### src/rtl/phy_ldo_pkg.sv
package phy_ldo_pkg;
  localparam int N_CH     = 3;
  localparam int CEN_BIT  = 0;   // control enable
  localparam int PD_BIT   = 1;   // video LDO power-down
  localparam int HP_BIT   = 2;   // serial high-power LDO enable
  localparam int RDRV_BIT = 19;  // video reset drive

  typedef enum logic [1:0] {
    K_SER  = 2'd0,
    K_VID  = 2'd1,
    K_USB  = 2'd2,
    K_NONE = 2'd3
  } kind_e;

  typedef enum logic [1:0] {
    ST_IDLE = 2'd0,
    ST_STEP = 2'd1,
    ST_WAIT = 2'd2
  } state_e;
endpackage

### src/rtl/phy_ldo_step_gen.sv
module phy_ldo_step_gen
  import phy_ldo_pkg::*;
#(
  parameter int REG_W = 32
) (
  input  logic [1:0]       kind_i,
  input  logic             on_i,
  input  logic [1:0]       idx_i,
  input  logic [REG_W-1:0] cur_i,
  output logic [REG_W-1:0] nxt_o,
  output logic             last_o,
  output logic             wait_o
);
  localparam logic [REG_W-1:0] ONE    = {{(REG_W-1){1'b0}}, 1'b1};
  localparam logic [REG_W-1:0] M_CEN  = ONE << CEN_BIT;
  localparam logic [REG_W-1:0] M_PD   = ONE << PD_BIT;
  localparam logic [REG_W-1:0] M_HP   = ONE << HP_BIT;
  localparam logic [REG_W-1:0] M_RDRV = ONE << RDRV_BIT;

  always_comb begin
    nxt_o  = cur_i;
    last_o = 1'b0;
    wait_o = 1'b0;
    case (kind_i)
      K_SER: begin
        if (idx_i == 2'd0) begin
          nxt_o = M_CEN;
        end else begin
          nxt_o  = on_i ? (M_CEN | M_HP) : '0;
          last_o = 1'b1;
        end
      end
      K_VID: begin
        if (on_i) begin
          case (idx_i)
            2'd0: nxt_o = cur_i | M_RDRV;
            2'd1: nxt_o = cur_i | M_CEN;
            2'd2: begin
              nxt_o  = cur_i & ~M_PD;
              wait_o = 1'b1;
            end
            default: begin
              nxt_o  = cur_i & ~M_RDRV;
              last_o = 1'b1;
            end
          endcase
        end else if (idx_i == 2'd0) begin
          nxt_o = cur_i | M_PD;
        end else begin
          nxt_o  = cur_i & ~M_CEN;
          last_o = 1'b1;
        end
      end
      K_USB: begin
        nxt_o  = on_i ? M_CEN : '0;
        last_o = 1'b1;
      end
      default: last_o = 1'b1;
    endcase
  end
endmodule

### src/rtl/phy_ldo_settle_tmr.sv
module phy_ldo_settle_tmr #(
  parameter int SETTLE_CYC = 5000
) (
  input  logic clk_i,
  input  logic rst_ni,
  input  logic load_i,
  output logic zero_o
);
  localparam int CW = $clog2(SETTLE_CYC + 1);
  localparam logic [CW-1:0] LOAD_V = CW'(SETTLE_CYC - 1);

  logic [CW-1:0] cnt_q;

  always_ff @(posedge clk_i or negedge rst_ni) begin
    if (!rst_ni)             cnt_q <= '0;
    else if (load_i)         cnt_q <= LOAD_V;
    else if (cnt_q != '0)    cnt_q <= cnt_q - 1'b1;
  end

  assign zero_o = (cnt_q == '0);
endmodule

### src/rtl/phy_ldo_chan_bank.sv
module phy_ldo_chan_bank
  import phy_ldo_pkg::*;
#(
  parameter int REG_W = 32
) (
  input  logic                   clk_i,
  input  logic                   rst_ni,
  input  logic                   we_i,
  input  logic [1:0]             sel_i,
  input  logic [REG_W-1:0]       wdata_i,
  output logic [REG_W-1:0]       rd_o,
  output logic [N_CH*REG_W-1:0]  regs_o
);
  localparam logic [REG_W-1:0] ONE = {{(REG_W-1){1'b0}}, 1'b1};

  for (genvar c = 0; c < N_CH; c++) begin : g_ch
    localparam logic [REG_W-1:0] RST_V = (c == int'(K_VID)) ? (ONE << PD_BIT) : '0;
    logic [REG_W-1:0] q;

    always_ff @(posedge clk_i or negedge rst_ni) begin
      if (!rst_ni)                        q <= RST_V;
      else if (we_i && sel_i == 2'(c))    q <= wdata_i;
    end

    assign regs_o[c*REG_W +: REG_W] = q;
  end

  always_comb begin
    case (sel_i)
      K_SER:   rd_o = regs_o[0*REG_W +: REG_W];
      K_VID:   rd_o = regs_o[1*REG_W +: REG_W];
      K_USB:   rd_o = regs_o[2*REG_W +: REG_W];
      default: rd_o = '0;
    endcase
  end
endmodule

### src/rtl/phy_ldo_seq.sv
module phy_ldo_seq
  import phy_ldo_pkg::*;
#(
  parameter int REG_W      = 32,
  parameter int SETTLE_CYC = 5000
) (
  input  logic             clk_i,
  input  logic             rst_ni,
  input  logic             on_req_i,
  input  logic             off_req_i,
  input  logic [1:0]       kind_i,
  output logic [REG_W-1:0] ser_reg_o,
  output logic [REG_W-1:0] vid_reg_o,
  output logic [REG_W-1:0] usb_reg_o,
  output logic             done_o
);
  state_e           state_q;
  logic [1:0]       kind_q, idx_q, sel_kind;
  logic             on_q, sel_on, done_q;
  logic             accept, we, last, wait_after, tmr_zero;
  logic [REG_W-1:0] cur, nxt;
  logic [N_CH*REG_W-1:0] regs;

  // idle edge samples the request; done cycle is a mandatory gap
  assign accept   = (state_q == ST_IDLE) && !done_q && (on_req_i || off_req_i) &&
                    (kind_i != K_NONE);
  assign sel_kind = (state_q == ST_IDLE) ? kind_i : kind_q;
  assign sel_on   = (state_q == ST_IDLE) ? on_req_i : on_q;
  assign we       = accept || (state_q == ST_STEP) || (state_q == ST_WAIT && tmr_zero);

  phy_ldo_step_gen #(.REG_W(REG_W)) u_step (
    .kind_i (sel_kind),
    .on_i   (sel_on),
    .idx_i  (idx_q),
    .cur_i  (cur),
    .nxt_o  (nxt),
    .last_o (last),
    .wait_o (wait_after)
  );

  phy_ldo_chan_bank #(.REG_W(REG_W)) u_bank (
    .clk_i   (clk_i),
    .rst_ni  (rst_ni),
    .we_i    (we),
    .sel_i   (sel_kind),
    .wdata_i (nxt),
    .rd_o    (cur),
    .regs_o  (regs)
  );

  phy_ldo_settle_tmr #(.SETTLE_CYC(SETTLE_CYC)) u_tmr (
    .clk_i  (clk_i),
    .rst_ni (rst_ni),
    .load_i (we && wait_after),
    .zero_o (tmr_zero)
  );

  always_ff @(posedge clk_i or negedge rst_ni) begin
    if (!rst_ni) begin
      state_q <= ST_IDLE;
      kind_q  <= K_SER;
      on_q    <= 1'b0;
      idx_q   <= '0;
      done_q  <= 1'b0;
    end else begin
      done_q <= we && last;
      if (accept) begin
        kind_q <= kind_i;
        on_q   <= on_req_i;
      end
      if (we) begin
        if (last) begin
          state_q <= ST_IDLE;
          idx_q   <= '0;
        end else begin
          state_q <= wait_after ? ST_WAIT : ST_STEP;
          idx_q   <= idx_q + 2'd1;
        end
      end
    end
  end

  assign ser_reg_o = regs[0*REG_W +: REG_W];
  assign vid_reg_o = regs[1*REG_W +: REG_W];
  assign usb_reg_o = regs[2*REG_W +: REG_W];
  assign done_o    = done_q;
endmodule

### config.mk
export PLATFORM = sky130hd
export DESIGN_NAME = phy_ldo_seq
export DESIGN_NICKNAME = d
export VERILOG_FILES = /design/src/rtl/phy_ldo_pkg.sv /design/src/rtl/phy_ldo_step_gen.sv /design/src/rtl/phy_ldo_settle_tmr.sv /design/src/rtl/phy_ldo_chan_bank.sv /design/src/rtl/phy_ldo_seq.sv
export SDC_FILE = /design/constraint.sdc
export NUM_CORES = 1
export LEC_CHECK = 0
export BUFFER_PORTS_ARGS = -buffer_cell sky130_fd_sc_hd__buf_2
export CAP_MARGIN = 20
export CORE_AREA = 2 2 80 158
export CTS_CLUSTER_SIZE = 16
export DETAILED_ROUTE_END_ITERATION = 8
export DIE_AREA = 0 0 82 160
export SYNTH_ARGS = -nofsm -noshare
export SYNTH_HDL_FRONTEND = slang
export SYNTH_SLANG_ARGS = --single-unit
### constraint.sdc
create_clock -name clk_i -period 3 [get_ports clk_i]
set_input_delay 0.45 -clock clk_i [delete_from_list [all_inputs] [get_ports clk_i]]
set_output_delay 0.45 -clock clk_i [all_outputs]
set_load 0.005 [all_outputs]
* After elaboration in Yosys (flattened, before gate mapping)
Cells that the tools add are included.
** Cells by class
- Reduce and logical (&&, ||, !) cells :: 20
- Mux-type cells :: 22
- $add $sub $neg :: 2
- Eq/ne operators :: 7
** Operators by type and width (number)
- 32-bit case mux with 3 select lines :: 1
- 32-bit two-way mux :: 2
- 20-bit case mux with 3 select lines :: 1
- 13-bit two-way mux :: 2
- 20-bit two-way mux :: 1
- 13-bit zero test :: 1
- 13-bit nonzero test :: 1
- 13-bit by 1-bit subtractor with 13-bit output (second input constant) :: 1
- 2-bit two-way mux :: 5
- 1-bit logical AND :: 9
- 1-bit two-way mux :: 8
- 2-bit by 1-bit == test with 1-bit output (second input constant) :: 3
- 2-bit == test (second input constant) :: 3
- 2-bit zero test :: 3
- 1-bit logical OR :: 3
- 3-bit two-way mux :: 1
- 3-bit OR reduction :: 1
- 2-bit by 1-bit adder with 2-bit output (second input constant) :: 1
- 2-bit != test (second input constant) :: 1
- 1-bit case mux with 2 select lines :: 1
- 2-bit nonzero test :: 1
- 1-bit zero test :: 1
** Word-level totals
- Word-level logic and storage cells :: 60
- Input bits :: 6
- Output and inout bits :: 97
- Bits in registers :: 117

* Logic depth before layout (Yosys ltp)
- Depth after elaboration :: 8
- Depth in mapped cells :: 8
- Mapped depth without buffers :: 7

* Cells and area by module
Synthesis repeated with hierarchy kept, for this count alone.
** Second synthesis, totals
- Cell total of the unflattened synthesis :: 447
- Area, all modules :: 5763.0 sq um
** Modules (own cells, without submodules)
- phy_ldo_chan_bank :: cells an instance 281, instances 1, area an instance 4271.6 sq um, sequential area each 2403.6 sq um
- phy_ldo_settle_tmr :: cells an instance 73, instances 1, area an instance 735.7 sq um, sequential area each 325.3 sq um
- phy_ldo_seq :: cells an instance 39, instances 1, area an instance 421.7 sq um, sequential area each 200.2 sq um
- phy_ldo_step_gen :: cells an instance 54, instances 1, area an instance 334.1 sq um, sequential area each 0.0 sq um

* Worst setup path before layout
OpenSTA, ideal clock, no wires.
- Path kind :: register -> register
- From :: register u_tmr.cnt_q[7]
- To :: register u_bank.g_ch[0].q[0]
- Slack :: 756 ps
- Setup time :: 128 ps
- Period minus slack after synthesis :: 2244 ps
- Stages on the path, launching flop included :: 6
- Data arrival time :: 2116 ps
- Required time :: 2872 ps
- Path buffers :: 0
- Cells stage by stage :: dfrtp_1 or4_4 or4_4 o22ai_4 and2_2 mux2_1
** On the way
- Cells in the longest elaborated chain, start to end :: 4
** Ends and longest elaborated chain
- from (decl) :: line phy_ldo_settle_tmr.sv:12 : logic [CW-1:0] cnt_q;
- from (signal assigned) :: line phy_ldo_settle_tmr.sv:17 : else if (cnt_q != '0) cnt_q <= cnt_q - 1'b1;
- 13-bit zero test :: line phy_ldo_settle_tmr.sv:20 : assign zero_o = (cnt_q == '0);
- 1-bit logical AND :: line phy_ldo_seq.sv:29 : assign we = accept || (state_q == ST_STEP) || (state_q == ST_WAIT && tmr_zero);
- 1-bit logical OR :: line phy_ldo_seq.sv:29
- 1-bit logical AND :: line phy_ldo_chan_bank.sv:22 : else if (we_i && sel_i == 2'(c)) q <= wdata_i;
- to (signal assigned) :: line phy_ldo_chan_bank.sv:22
- to (decl) :: line phy_ldo_chan_bank.sv:18 : logic [REG_W-1:0] q;
Every way passes these cells.
A chain may end at the register's enable or synchronous reset.

* Worst setup path after layout
- From :: register u_tmr.cnt_q[7]
- To :: register u_bank.g_ch[0].q[21]
The elaborated chain is that of the path after synthesis.

==> key figures <==
Timing
  • Final min period: 2.599 ns
  • Max Clk Rate: 0.3848 GHz
  • Final TNS setup: 0 ns
  • Worst Max-Slew Pin Slew: 0.6288 ns
  • Final hold viol count: 0
  • Tcrit/Tclk final: 86.64%
  • Setup repair after global routing missed its margin: false
  • Layout Skew: 0.008516 ns
  • Hold WS: 0.3565 ns
  • Final setup violation count: 0
  • Slew headroom: 56.88%
  • Slew Viols, Final: 0

Die
  • Die width: 82 um
  • Die Footprint: 0.01312 mm2
  • FP Rows: 57
  • # IOs: 103
  • Core box area: 0.01198 mm2
  • Initial Utilization: 37.07%
  • Die H: 160 um

Power
  • Sw Pwr: 0.001323 W
  • Pwr dens: 821.7 mW/mm2
  • P_int: 0.003244 W
  • Leakage: 2.981 nW
  • Clock power share: 39.8%
  • Max VDD drop: 0.4999 mV
  • Sw Ratio: 28.96%
  • Reg power frac: 41.3%
  • Logic gate share of total power: 19.0%

GRT
  • First-pass GRT wire length: 13960 um
  • Initial antenna violation count: 0
  • Grt met1 use: 19.47%
  • Met2 Usage GRT: 18.44%
  • Vias in the first global route: 2751
  • Largest net degree at the start of global routing: 59
  • GRT overflow: 0
  • Total track usage: 13.79%
  • Top Usage Layer GRT: met1
  • Met3 usage in global routing: 6.780%

Worst hold path
  • Worst Hold Class: primary input to register
  • Hold_sp: on_req_i

Setup path
  • Worst Setup End Kind: register
  • Cell family with most CP delay: simple AND/OR/NAND/NOR gates
  • Worst Setup Path Type: register to register
  • FF-to-FF path depth: 6
  • CP endpoint: u_bank.g_ch[0].q[21]
  • Crit path launch type: register
  • Top cell by count, worst path: or4_4
  • R2R Path End: u_bank.g_ch[0].q[21]
  • Maximum fanout along the worst path: 20
  • Cell Chain, Critical Path: or4_4 > or4_4 > o22ai_4 > and2_2 > buf_4 > nor2b_1
  • Buf/Inv on CP: 1
  • CP Data Required Time: 3.27 ns
  • CP Depth: 6
  • Worst Path Arrival: 2.87 ns
  • Reg2Reg Setup Slack: 0.40 ns
  • Worst Setup SP: u_tmr.cnt_q[7]
  • Slowest cell delay on critical path: 0.56 ns
  • Critical path's slowest cell: or4_4
  • R2R Path Start: u_tmr.cnt_q[7]

Clock network
  • Setup Buffers After CTS: 0
  • Clk sinks: 117
  • CTS tree: built
  • Total CTS buffers: 17
  • CTS Root Cell: clkbuf_16
  • H-tree depth: 4
  • Clock transition at the registers of the reported paths: 0.05 ns
  • Clock Tree Buf Depth: 2
  • Later-pin clock latency in the skew report: 0.40 ns

Yosys
  • EDFF count, synth: 0
  • Syn Std Cell Area: 0.004442 mm2
  • Synth Register Bits: 117
  • Yosys Warn Count: 0
  • Yosys cell types: 51
  • Mean Syn Cell Area: 12.41 um2
  • Syn_nets: 370
  • Post-synth top flop: dfrtp_1
  • Post-synth ARST share: 100.0%
  • Sequential-to-total area share from yosys stat: 65.94%
  • Mapped Cells: 358

Status
  • Status: finished, final reports clean

Final layout
  • Filler cells: 1124
  • Synthesis-to-finish area growth: 25.13%
  • Final nets: 457
  • Ant diodes: 0
  • Share of layout cells above drive strength 1: 33.04%

Route
  • Routed len/inst: 13.87 um
  • DRC: 0
  • ANT nets after route: 0
  • Post-Route WL: 8375 um
  • DRT iter0 DRCs: 90
  • DR vias/cell: 4.603
  • First-pass DRT Iterations: 4
  • Via count: 2780

Placed design
  • Post-DP HPWL: 5695 um
  • Number of port buffers: 102
  • RD Place Congestion: 0.8162

Flow run
  • Max-cap violations: 0
cell usage in the layout (no fill, tap or decap), types with 9 or more instances in the layout:
cell         n
o21ai_0      9
clkbuf_16   17
nand2_1     14
nor2b_1     30
and2_1      32
dfrtp_1    116
nor2_1      16
inv_1       11
buf_2      101
a21oi_1      9
logic make-up after synthesis:
logic type               share of synthesized area [%]
AO/OA/AOI/OAI                                    6.873
XOR/XNOR                                         1.380
adder cells (fa/ha/maj)                          1.690
buffers and inverters                            4.732
flip-flops                                       65.94
multiplexers                                     2.901
AND/OR/NAND/NOR                                  16.48
cells in the mapped netlist (6+ instances only):
| cell | count | share of area (%) |
|---|---|---|
| dfrtp_1 | 116 | 65 |
| and2_1 | 32 | 4.5 |
| a21oi_1 | 9 | 1.0 |
| xor2_1 | 6 | 1.2 |
| nor2_1 | 16 | 1.4 |
| inv_1 | 11 | 0.93 |
| o21ai_0 | 9 | 1.0 |
| clkbuf_1 | 32 | 2.7 |
| ha_1 | 6 | 1.7 |
| nand2_1 | 14 | 1.2 |
| nor2b_1 | 30 | 4.2 |
power by group through the flow:
stage	registers [W]	clock network (W)	logic, W
after floorplan	0.00187	0	0.000650
after global placement	0.00191	0	0.000854
after detailed placement	0.00191	0	0.000864
after CTS	0.00188	0.00186	0.000871
after global routing	0.00191	0.00194	0.000978
final	0.00189	0.00182	0.000866
what timing repair did:
item | in CTS | in global routing
hold buffers | 1 | 0
resized for setup | 0 | 0
endpoints found under the hold margin | 25 | 0
flip-flops by register name (all words and copies together) (netlist names):
signal	flops
u_bank.g_ch.q	96
idx_q	2
kind_q	2
state_q	2
done_o	1
u_tmr.cnt_q	13
on_q	1
per-layer routing:
layer | routed length, um | up-vias
li1 | - | 1349
met5 | 0 | -
met3 | 768 | 11
met4 | 115 | 0
met2 | 3467 | 101
met1 | 4024 | 1319
how the worst min path moves through the flow:
stage                            to  cells after the start
2_1_floorplan                done_o                      0
3_3_place_gp   u_bank.g_ch[1].q[12]                      0
3_5_place_dp   u_bank.g_ch[1].q[15]                      0
4_1_cts                        on_q                      2
5_1_grt                        on_q                      2
6_report                       on_q                      2
metrics by stage:
step	total power [W]	setup slack, ns	utilization [%]	instances	instance area, um2
finish	0.004567	0.4009	46.39	604	5558
global placement	0.002762	0.4514	41.83	572	5012
global route	0.004825	0.2616	46.39	604	5558
detailed placement	0.002772	0.3987	41.83	572	5012
CTS	0.004618	0.3841	46.39	604	5558
floorplan	0.002518	0.7564	-	358	4442
final cells by class:
type                    instances  area, um2  share of cell area [%]
flip-flops and latches        117       2929                   52.70
clock inverters                 9      81.33                   1.463
well taps                     147      183.9                   3.309
clock buffers                  22      454.2                   8.172
multi-input cells             191       1303                   23.44
inverters                      11      41.29                  0.7429
repair buffers                107      565.5                   10.18
No activity file was read; power rests on OpenSTA's default activity.
